`config.mk`:
```
export PLATFORM = sky130hd
export DESIGN_NAME = ser_tx_fixed
export DESIGN_NICKNAME = d
export VERILOG_FILES = /design/src/rtl/ser_tx_pkg.sv /design/src/rtl/tx_reset_sync.sv /design/src/rtl/tx_bit_timer.sv /design/src/rtl/tx_frame_shifter.sv /design/src/rtl/tx_sequencer.sv /design/src/rtl/ser_tx_fixed.sv
export SDC_FILE = /design/constraint.sdc
export NUM_CORES = 1
export LEC_CHECK = 0
export CAP_MARGIN = 20
export CORE_MARGIN = 2
export CORE_UTILIZATION = 52
export DETAILED_ROUTE_END_ITERATION = 8
export MAX_ROUTING_LAYER = met4
export PLACE_DENSITY = 0.8
export SETUP_SLACK_MARGIN = 0.3
export SKIP_CTS_REPAIR_TIMING = 1
export SYNTH_ARGS = -nofsm -noshare
export SYNTH_HDL_FRONTEND = slang
export SYNTH_HIERARCHICAL = 1
export SYNTH_SLANG_ARGS = --single-unit
```
`constraint.sdc`:
```
create_clock -name clk -period 1 [get_ports clk]
set_input_delay 0.3 -clock clk [delete_from_list [all_inputs] [get_ports clk]]
set_output_delay 0.3 -clock clk [all_outputs]
set_load 0.01 [all_outputs]
```
`src/rtl/ser_tx_pkg.sv`:
```
package ser_tx_pkg;
  typedef enum logic {
    ST_IDLE = 1'b0,
    ST_SEND = 1'b1
  } tx_state_e;

  localparam logic LINE_IDLE  = 1'b1;
  localparam logic LINE_START = 1'b0;
  localparam logic LINE_STOP  = 1'b1;
endpackage

```
`src/rtl/tx_reset_sync.sv`:
```
module tx_reset_sync #(
  parameter int STAGES = 2
) (
  input  logic clk,
  input  logic clr_n,
  output logic rst_sync_n
);
  logic [STAGES-1:0] sync_q;

  always_ff @(posedge clk or negedge clr_n) begin
    if (!clr_n) sync_q <= '0;
    else        sync_q <= {sync_q[STAGES-2:0], 1'b1};
  end

  assign rst_sync_n = sync_q[STAGES-1];
endmodule

```
`src/rtl/tx_bit_timer.sv`:
```
module tx_bit_timer #(
  parameter int BIT_CYC = 5,
  localparam int CW = (BIT_CYC > 1) ? $clog2(BIT_CYC) : 1
) (
  input  logic clk,
  input  logic rst_n,
  input  logic restart,
  input  logic run_en,
  output logic bit_end
);
  localparam logic [CW-1:0] LAST = CW'(BIT_CYC - 1);

  logic [CW-1:0] cnt_q, cnt_d;

  always_comb begin
    cnt_d = cnt_q;
    if (restart)     cnt_d = '0;
    else if (run_en) cnt_d = (cnt_q == LAST) ? '0 : cnt_q + 1'b1;
  end

  always_ff @(posedge clk or negedge rst_n) begin
    if (!rst_n) cnt_q <= '0;
    else        cnt_q <= cnt_d;
  end

  assign bit_end = run_en && (cnt_q == LAST);
endmodule

```
`src/rtl/tx_frame_shifter.sv`:
```
module tx_frame_shifter #(
  parameter int DATA_W = 8,
  localparam int FW = DATA_W + 2
) (
  input  logic              clk,
  input  logic              rst_n,
  input  logic              load,
  input  logic              shift,
  input  logic [DATA_W-1:0] data,
  output logic              line
);
  import ser_tx_pkg::*;

  logic [FW-1:0] frame_q, frame_d;

  always_comb begin
    frame_d = frame_q;
    if (load)       frame_d = {LINE_STOP, data, LINE_START};
    else if (shift) frame_d = {LINE_IDLE, frame_q[FW-1:1]};
  end

  always_ff @(posedge clk or negedge rst_n) begin
    if (!rst_n) frame_q <= '1;
    else        frame_q <= frame_d;
  end

  assign line = frame_q[0];
endmodule

```
`src/rtl/tx_sequencer.sv`:
```
module tx_sequencer #(
  parameter int FRAME_BITS = 10,
  localparam int IW = $clog2(FRAME_BITS)
) (
  input  logic clk,
  input  logic rst_n,
  input  logic wr_stb,
  input  logic bit_end,
  output logic accept,
  output logic sending,
  output logic shift
);
  import ser_tx_pkg::*;

  localparam logic [IW-1:0] LAST_BIT = IW'(FRAME_BITS - 1);

  tx_state_e       state_q, state_d;
  logic [IW-1:0]   idx_q, idx_d;

  assign sending = (state_q == ST_SEND);
  assign accept  = wr_stb && (state_q == ST_IDLE);
  assign shift   = sending && bit_end;

  always_comb begin
    state_d = state_q;
    idx_d   = idx_q;
    unique case (state_q)
      ST_IDLE: begin
        idx_d = '0;
        if (accept) state_d = ST_SEND;
      end
      ST_SEND: begin
        if (bit_end) begin
          if (idx_q == LAST_BIT) begin
            state_d = ST_IDLE;
            idx_d   = '0;
          end else begin
            idx_d = idx_q + 1'b1;
          end
        end
      end
      default: state_d = ST_IDLE;
    endcase
  end

  always_ff @(posedge clk or negedge rst_n) begin
    if (!rst_n) begin
      state_q <= ST_IDLE;
      idx_q   <= '0;
    end else begin
      state_q <= state_d;
      idx_q   <= idx_d;
    end
  end
endmodule

```
`src/rtl/ser_tx_fixed.sv`:
```
module ser_tx_fixed #(
  parameter int CLK_HZ = 48000,
  parameter int BAUD   = 9600,
  parameter int DATA_W = 8
) (
  input  logic              clk,
  input  logic              clr_n,
  input  logic              wr_stb,
  input  logic [DATA_W-1:0] wr_data,
  output logic              tx_line,
  output logic              busy
);
  localparam int BIT_CYC    = CLK_HZ / BAUD;
  localparam int FRAME_BITS = DATA_W + 2;

  logic rst_sync_n;
  logic accept, sending, shift, bit_end;

  tx_reset_sync #(.STAGES(2)) u_rst (
    .clk(clk), .clr_n(clr_n), .rst_sync_n(rst_sync_n)
  );

  tx_sequencer #(.FRAME_BITS(FRAME_BITS)) u_seq (
    .clk(clk), .rst_n(rst_sync_n), .wr_stb(wr_stb), .bit_end(bit_end),
    .accept(accept), .sending(sending), .shift(shift)
  );

  tx_bit_timer #(.BIT_CYC(BIT_CYC)) u_tmr (
    .clk(clk), .rst_n(rst_sync_n), .restart(accept), .run_en(sending),
    .bit_end(bit_end)
  );

  tx_frame_shifter #(.DATA_W(DATA_W)) u_shf (
    .clk(clk), .rst_n(rst_sync_n), .load(accept), .shift(shift),
    .data(wr_data), .line(tx_line)
  );

  assign busy = sending;
endmodule

```
==> metrics.txt, run 1 <==
Vias/cell=5.07; post-synthesis compound-gate area fraction=11.8%; XOR/XNOR share of the synthesized area=0%; CTS Buf Count=3; area grow syn2layout=42.9%; Die Ht=46.4 um; DR pass1 iterations=4; final net count=138; failing checks=setup timing; placed instance count=138; GRT Util Overall=20.1%; vias=746; Post-DP HPWL=1.36 mm; Max IR drop VDD=1.89 mV; Syn Area/Cell=10.8 sq um; GR Overflow Total=0; Design Area, Final=1340 sq um; Initial Util=54.8%; number of I/O port buffers=12; die width=46.4 um; Final Max Slew Viols=0; Reg2Reg Launch Point=u_tmr/cnt_q[0]; reg2reg path depth=6; # clock sinks=19; Post-Synth Simple-Gate Area=17.2%; mux cell area share after synthesis=9.63%; Max Cap Violations=0; total routed wirelength=2.06 mm; RSZ-0062 raised after global routing=yes; Seq/Total Area, Yosys=52.0%; worst setup path end=u_seq/idx_q[2]; syn nets=102; # IOs=13; initial drt markers=7; gpl congestion=0.732; outcome=finished, violations left; first-pass GRT wire length=2.83 mm; Finished Layout Cells=147; setup TNS=-5960 ps; antenna violations before repair=0; Worst R2R Setup Slack=-460 ps; DR DRC count=0; Fin. Hold Viols=0; Routed Antenna Nets=0; power per cell area=2730 nW/um^2; final worst-path setup slack=-457 ps; Gate Count Post-Synth=87; worst min-delay path category=in2async; CP Max Fanout=3; Tot Pwr=3650 uW; CP arrival=1690 ps; crit path kind=reg2reg; Clock Path Buffers=2; largest net degree at the start of global routing=21; CP Capture Type=flop; Distinct cells, synth=27; Critical Path Start Type=flop; Min Clock Period, post-route=1460 ps; clk_lat worst skew=300 ps; Final Cycle Share=146%; largest family of logic cells by synthesized area=simple AND/OR/NAND/NOR gates; core box area=1710 sq um; fmax=0.686 GHz; post-synthesis adder-cell area fraction=5.35%; diode count=0; CTS tree=built; Req. time, crit path=1230 ps; share of cells above drive strength 1=41.8%; CP startpoint=u_tmr/cnt_q[0]; synthesized cell area=936 sq um; Hold WS=149 ps; skew final=3.10 ps; Placed Area=1230 sq um; clk root buf=clkbuf_4; row count=15; Yosys Warn Count=6; drt wl/cell=14.0 um; die area=2160 sq um; worst r2r dst=u_seq/idx_q[2]; vias in the first global route=672; H-Tree Depth=1; #FFs+latches synth=19; Final setup violation count=19; Clk pin slew, worst setup/hold paths=110 ps; LEAKAGE=0.000576 uW
==> critical path, cell delays in order, from the launching register on <==
cell	delay (ps)
dfrtp_1	410
inv_2	80
ha_4	130
and3_4	200
nand2_2	70
or3b_1	350
a21boi_1	160
==> layer usage <==
metal	up-vias	wire [um]	track usage, %
li1	369	-	-
met1	364	910	22.1
met2	9	1070	34.4
met3	4	35	3.53
met4	0	38	10.3
met5	-	0	-
==> placed cells by master (no fill, tap or decap), drive strengths merged <==
master / instances
buf: 21
nand2: 14
clkdlybuf4s50: 10
dfrtp: 10
o21ai: 10
dfstp: 9
mux2i: 9
clkbuf: 5
ha: 4
inv: 4
a21boi: 3
nor2: 3
nand2b: 3
nand3b: 3
a21oi: 3
nand3: 2
conb: 1
clkinv: 1
nor2b: 1
o22a: 1
or3b: 1
and4b: 1
and3: 1
o211a: 1
nor3: 1
==> logic make-up (layout without fill, tap and decap cells) <==
logic type,after synthesis,in the layout
fa+ha+maj,4,4
buf+inv,6,41
other cells,1,1
mux,9,9
flops,19,19
simple gates,30,30
compound gates,18,18
==> registers in the layout, summed over array words and instances (netlist names) <==
| signal | count |
|---|---|
| u_tmr/cnt_q | 3 |
| u_seq/idx_q | 4 |
| u_seq/sending | 1 |
| u_shf/frame_q | 9 |
| u_rst/sync_q | 2 |
==> worst min-delay path by stage <==
stage                            to  slack, ps
floorplan           u_rst/sync_q[0]          4
global placement     u_tmr/cnt_q[2]        180
detailed placement   u_tmr/cnt_q[0]        210
CTS                 u_rst/sync_q[0]        140
global route        u_rst/sync_q[0]        140
finish              u_rst/sync_q[1]        150
==> report_power, final <==
group	internal, uW	switching [uW]
registers	1200	234
clock network	156	237
logic	1030	798
==> synth_stat cells <==
cell	instances	share of area, %
nand2_1	14	5.6
dfrtp_1	10	27
dfstp_2	9	25
mux2i_1	9	9.6
o21ai_1	6	3.2
ha_1	4	5.3
inv_1	4	1.6
a21oi_1	3	1.6
nand2b_1	3	2.0
nor2_1	3	1.2
o21ai_0	3	1.6
a21boi_0	2	1.6
nand3_1	2	1.1
nand3b_1	2	1.6
a21boi_1	1	0.80
and3_2	1	0.80
and4b_1	1	1.1
buf_4	1	0.80
buf_6	1	1.2
conb_1	1	0.40
nand3b_2	1	1.2
nor2b_1	1	0.67
nor3_2	1	1.1
o211a_1	1	1.1
o21ai_2	1	0.94
o22a_1	1	0.94
or3b_1	1	0.94
==> cell type report <==
type,count,area [sq um]
Multi-Input combinational cell,62,472
Sequential cell,19,488
Timing Repair inverter,1,6.26
Tap cell,25,31.3
Clock buffer,4,26.3
Fill cell,101,370
Inverter,4,20.0
Timing Repair Buffer,32,294
==> stage by stage <==
step           utilization [%]  worst slack (ps)
6_report                  78.3              -457
5_1_grt                   78.3              -536
4_1_cts                   73.5              -682
3_5_place_dp              71.9              -455
3_3_place_gp              71.9              -401
2_1_floorplan                -              -384
Power figures use the tool's default switching activity.
==> inputs of run 2 (changes only) <==
- CORE_UTILIZATION: 52 -> 50
- PLACE_DENSITY: 0.8 -> 0.78
==> run 2 against run 1 <==
The flow still finishes with violations (setup timing). Via count decreased by 3.4%. Clock power decreased by 3%. Flip-flop and latch count unchanged. Wire length decreased by 15%. Hold slack about the same. Critical path type unchanged. Clock skew increased by 1.8 ps. Clock-buffer cell count unchanged. Critical path depth unchanged. Global-route usage decreased by 1.1 points. Utilization decreased by 2.4 points. Highest routed layer unchanged.
==> metrics.txt, run 2 (same netlist as run 1, synthesis figures left out) <==
Hold WS=149 ps; Clock Path Buffers=2; row count=15; initial drt markers=12; share of cells above drive strength 1=44.2%; Max IR drop VDD=1.75 mV; Top Registers=u_shf/frame_q x9, u_seq/idx_q x4, u_tmr/cnt_q x3; power per cell area=2720 nW/um^2; crit path kind=reg2reg; CP Capture Type=flop; gpl congestion=0.846; Req. time, crit path=1230 ps; area grow syn2layout=41.6%; Final Cycle Share=142%; NetSw=1220 uW; Critical Path Start Type=flop; Post-DP HPWL=1.24 mm; Fin. Hold Viols=0; vias in the first global route=687; setup TNS=-5380 ps; most frequent cells in the layout=buf_4 (15), nand2_1 (11), clkdlybuf4s50_1 (10), dfstp_2 (9); outcome=finished, violations left; core box area=1750 sq um; clk root buf=clkbuf_4; fmax=0.702 GHz; worst slack at placement=-430 ps; Comb pwr share=49.9%; area of the multi-input gates=480 sq um; GRT Util Overall=19.0%; CTS tree=built; Vias/cell=4.97; Max Cap Violations=0; CTS Buf Count=3; # clock sinks=19; Routed Antenna Nets=0; largest net degree at the start of global routing=21; GR Overflow Total=0; die width=47.3 um; number of I/O port buffers=12; drt wl/cell=12.0 um; CP Max Fanout=5; die area=2230 sq um; clk_lat worst skew=300 ps; antenna violations before repair=0; Min Clock Period, post-route=1420 ps; final worst-path setup slack=-425 ps; Net Sw Frac=33.9%; worst min-delay path category=in2async; Clock power frac=10.6%; P_int=2380 uW; Clk pin slew, worst setup/hold paths=100 ps; max reg flops=9; H-Tree Depth=1; total routed wirelength=1.74 mm; first-pass GRT wire length=2.80 mm; Final Max Slew Viols=0; RSZ-0062 raised after global routing=yes; vias=721; failing checks=setup timing; final net count=136; DR DRC count=0; LEAKAGE=0.000563 uW; DR pass1 iterations=4; Die Ht=47.3 um; largest register by flop count=u_shf/frame_q; # IOs=13; FF/Latch Area=489 sq um; Final setup violation count=19; Reg2Reg Launch Point=u_tmr/cnt_q[1]; Reg power frac=39.5%; CP startpoint=u_tmr/cnt_q[1]; most common cell after layout, fill and taps aside=buf_4; diode count=0; fillers=123; CP arrival=1660 ps; Initial Util=53.6%; skew final=4.94 ps
run 2: per-layer routing:
metal | global-route usage, % | wire [um] | part of all wire, %
met5 | - | 0 | 0
met4 | 6.67 | 27 | 1.6
met3 | 5.77 | 50 | 2.9
met2 | 31.1 | 924 | 53
met1 | 21.8 | 738 | 42
run 2: worst paths after layout:
| check | end | slack [ps] | cells after the start |
|---|---|---|---|
| max | u_seq/idx_q[2] | -420 | 6 |
| min | u_rst/sync_q[1] | 150 | 1 |
| max reg2reg | u_seq/idx_q[2] | -420 | 6 |
| min reg2reg | u_seq/sending | 180 | 1 |
| max in group asynchronous | u_shf/frame_q[8] | 570 | 1 |
| min in group clk | u_rst/sync_q[1] | 370 | 0 |
run 2: power groups by stage:
| stage | clock (uW) | sequential (uW) | combinational (uW) |
|---|---|---|---|
| floorplan | 0 | 1430 | 906 |
| global placement | 0 | 1400 | 1460 |
| detailed placement | 0 | 1420 | 1520 |
| CTS | 395 | 1410 | 1530 |
| global route | 433 | 1470 | 1990 |
| finish | 382 | 1420 | 1790 |
run 2: worst max-delay path: stages, from the launching register on:
cell and delay (ps):
dfrtp_1 400, inv_2 80, ha_4 130, and3_4 210
nand2_2 60, or3b_1 350, a21boi_1 130
run 2: layout make-up:
type | count | area share [%]
flip-flops and latches | 19 | 36.9
repair buffers | 30 | 20.5
multi-input cells | 62 | 36.3
clock buffers | 4 | 1.98
well taps | 25 | 2.36
inverters | 4 | 1.51
repair inverters | 1 | 0.472
run 2: through the flow:
step           instance area [sq um]  cells  power (uW)  util, %
2_1_floorplan                    967     87        2330        -
3_3_place_gp                    1230    138        2860     70.4
4_1_cts                         1250    142        3340     71.9
6_report                        1330    145        3600     75.9
5_1_grt                         1330    145        3890     75.9
3_5_place_dp                    1230    138        2940     70.4
==> inputs of run 3 (changes only) <==
- PLACE_DENSITY: 0.78 -> 0.77
- SYNTH_HIERARCHICAL: 1 -> default
==> run 3 against run 2 <==
The run still ends with setup timing left. First-iteration DRC count shrank 42%. Critical path depth shrank 1. Final area grew 8.2%. Non-clock buffer count grew 2. Clock skew shrank 3.5 ps. Combinational power grew 18%. Global-route usage shrank 0.37 points. Sequential share of layout area shrank 3.0 points. Utilization shrank 1.3 points. Synthesized area grew 6.1%. Critical path type unchanged. Critical endpoint is now u_seq.idx_q[1]. Largest cell class is now multi-input combinational cells. Highest routed layer unchanged.
==> metrics.txt, run 3 <==
most frequent cells in the layout=buf_4 (15), nand2_1 (10), clkdlybuf4s50_1 (10), dfrtp_1 (10); outcome=finished, violations left; Synth top cells by count=nand2_1 (18), dfrtp_1 (10), dfstp_2 (9), nor2b_1 (9); row count=16; max reg flops=9; reg2reg path depth=5; RSZ-0062 raised after global routing=yes; NetSw=1430 uW; DR pass1 iterations=4; number of I/O port buffers=12; largest net degree at the start of global routing=30; clk root buf=clkbuf_4; placed instance count=151; clk_lat worst skew=300 ps; LEAKAGE=0.000591 uW; crit-path max cell delay=380 ps; drt wl/cell=13.9 um; Post-DP HPWL=1.34 mm; synthesized cell area=993 sq um; failing checks=setup timing; area of the multi-input gates=573 sq um; Synth top area share=25.2%; FF/Latch Area=487 sq um; gpl congestion=0.708; CP arrival=1630 ps; #FFs+latches synth=19; setup TNS=-5160 ps; CTS tree=built; Critical Path Start Type=flop; Area contributors post-synth=dfrtp_1 (25%), dfstp_2 (24%), nand2_1 (6.8%); vias in the first global route=767; Routed Antenna Nets=0; CP Max Fanout=5; fin util=74.6%; total routed wirelength=2.22 mm; # IOs=13; fillers=149; Reg power frac=36.8%; Max IR drop VDD=1.65 mV; CTS Buf Count=3; Post-synth EDFFs=0; Req. time, crit path=1230 ps; Synth area leader=dfrtp_1; Vias/cell=5.44; core box area=1920 sq um; final net count=149; fmax=0.718 GHz; top_reg_cell synth=dfrtp_1; Synth async-reset ratio=100%; DR DRC count=0; GRT Util Overall=18.6%; Distinct cells, synth=29; initial drt markers=7; Clock Path Buffers=2; skew final=1.42 ps; largest register by flop count=u_shf.frame_q; antenna violations before repair=0; die area=2360 sq um; Max Cap Violations=0; Reg2Reg Launch Point=u_seq.idx_q[1]; Finished Layout Cells=160; crit path kind=reg2reg; syn nets=118; Clk pin slew, worst setup/hold paths=110 ps; first-pass GRT wire length=3.35 mm; H-Tree Depth=1; Min Clock Period, post-route=1390 ps; Gate Count Post-Synth=103; Fin. Hold Viols=0; Final Max Slew Viols=0; Yosys Warn Count=0; P_int=2530 uW; Final setup violation count=18; most common cell after layout, fill and taps aside=buf_4; Top Registers=u_shf.frame_q x9, u_seq.idx_q x4, u_tmr.cnt_q x3; Worst R2R Setup Slack=-390 ps; most common cell in the netlist=nand2_1; worst min-delay path category=in2async; share of cells above drive strength 1=42.9%; Net Sw Frac=36.1%; crit path cell chain=inv_1, ha_2, and3b_2, or3_1, a21boi_2; GR Overflow Total=0; Final Cycle Share=139%; die width=48.6 um; Clock power frac=10.0%; final worst-path setup slack=-393 ps; power per cell area=2760 nW/um^2; # clock sinks=19; Die Ht=48.6 um; area grow syn2layout=44.3%; worst r2r dst=u_seq.idx_q[1]; slowest cell on the critical path=or3_1; Syn Area/Cell=9.65 sq um; diode count=0; CP Capture Type=flop; vias=870; Comb pwr share=53.1%; Initial Util=51.7%; Seq/Total Area, Yosys=49.0%
run 3: how the worst max path moves through the flow:
stage	cells after the start	startpoint	end
floorplan	5	u_seq.idx_q[1]	u_seq.idx_q[3]
CTS	1	u_shf.frame_q[0]	tx_line
global route	5	u_seq.idx_q[1]	u_seq.idx_q[1]
finish	5	u_seq.idx_q[1]	u_seq.idx_q[1]
global placement	4	wr_stb	u_tmr.cnt_q[0]
detailed placement	4	wr_stb	u_tmr.cnt_q[0]
run 3: cells by family (layout without fill, tap and decap cells):
group,count (synthesis),in the layout,synth area share (%)
muxes,1,1,1.13
adders and majority gates,4,4,5.04
and+or+nand+nor,42,43,21.7
DFF,19,19,49.0
buffers and inverters,10,39,4.41
AOI/OAI and AO/OA,26,26,18.4
other,1,1,0.377
run 3: worst max-delay path: cells and delay by family, from the launching register on:
family | cells | cell delay (ps)
DFF | 1 | 370
buffers and inverters | 1 | 50
adders and majority gates | 1 | 160
AOI/OAI and AO/OA | 1 | 140
and+or+nand+nor | 2 | 610
run 3: metal layers:
layer | vias to the layer above | routed length, um | part of all wire, % | GRT usage [%]
met1 | 427 | 993 | 45 | 21.6
met4 | 0 | 32 | 1.4 | 5.24
li1 | 425 | - | - | -
met5 | - | 0 | 0 | -
met3 | 4 | 60 | 2.7 | 3.70
met2 | 14 | 1140 | 51 | 32.9
run 3: stage by stage:
step / power (uW) / worst slack [ps] / area (sq um) / hold slack, ps
2_1_floorplan: 2470 / -290 / 1060 / 4.41
3_3_place_gp: 3010 / -383 / 1290 / 339
3_5_place_dp: 3090 / -406 / 1290 / 343
4_1_cts: 3500 / -698 / 1310 / 147
5_1_grt: 4270 / -502 / 1430 / 144
6_report: 3960 / -393 / 1430 / 146
run 3: final cells by class:
| type | instances | area share [%] |
|---|---|---|
| multi-input cells | 75 | 40.0 |
| inverters | 3 | 0.785 |
| flip-flops and latches | 19 | 33.9 |
| clock buffers | 4 | 1.83 |
| repair buffers | 32 | 21.1 |
| well taps | 27 | 2.36 |
run 3: power by group through the flow:
stage / sequential (uW) / clock, uW / combinational, uW
2_1_floorplan: 1440 / 0 / 1030
3_3_place_gp: 1400 / 0 / 1610
3_5_place_dp: 1420 / 0 / 1670
4_1_cts: 1410 / 403 / 1680
5_1_grt: 1510 / 434 / 2330
6_report: 1460 / 397 / 2110
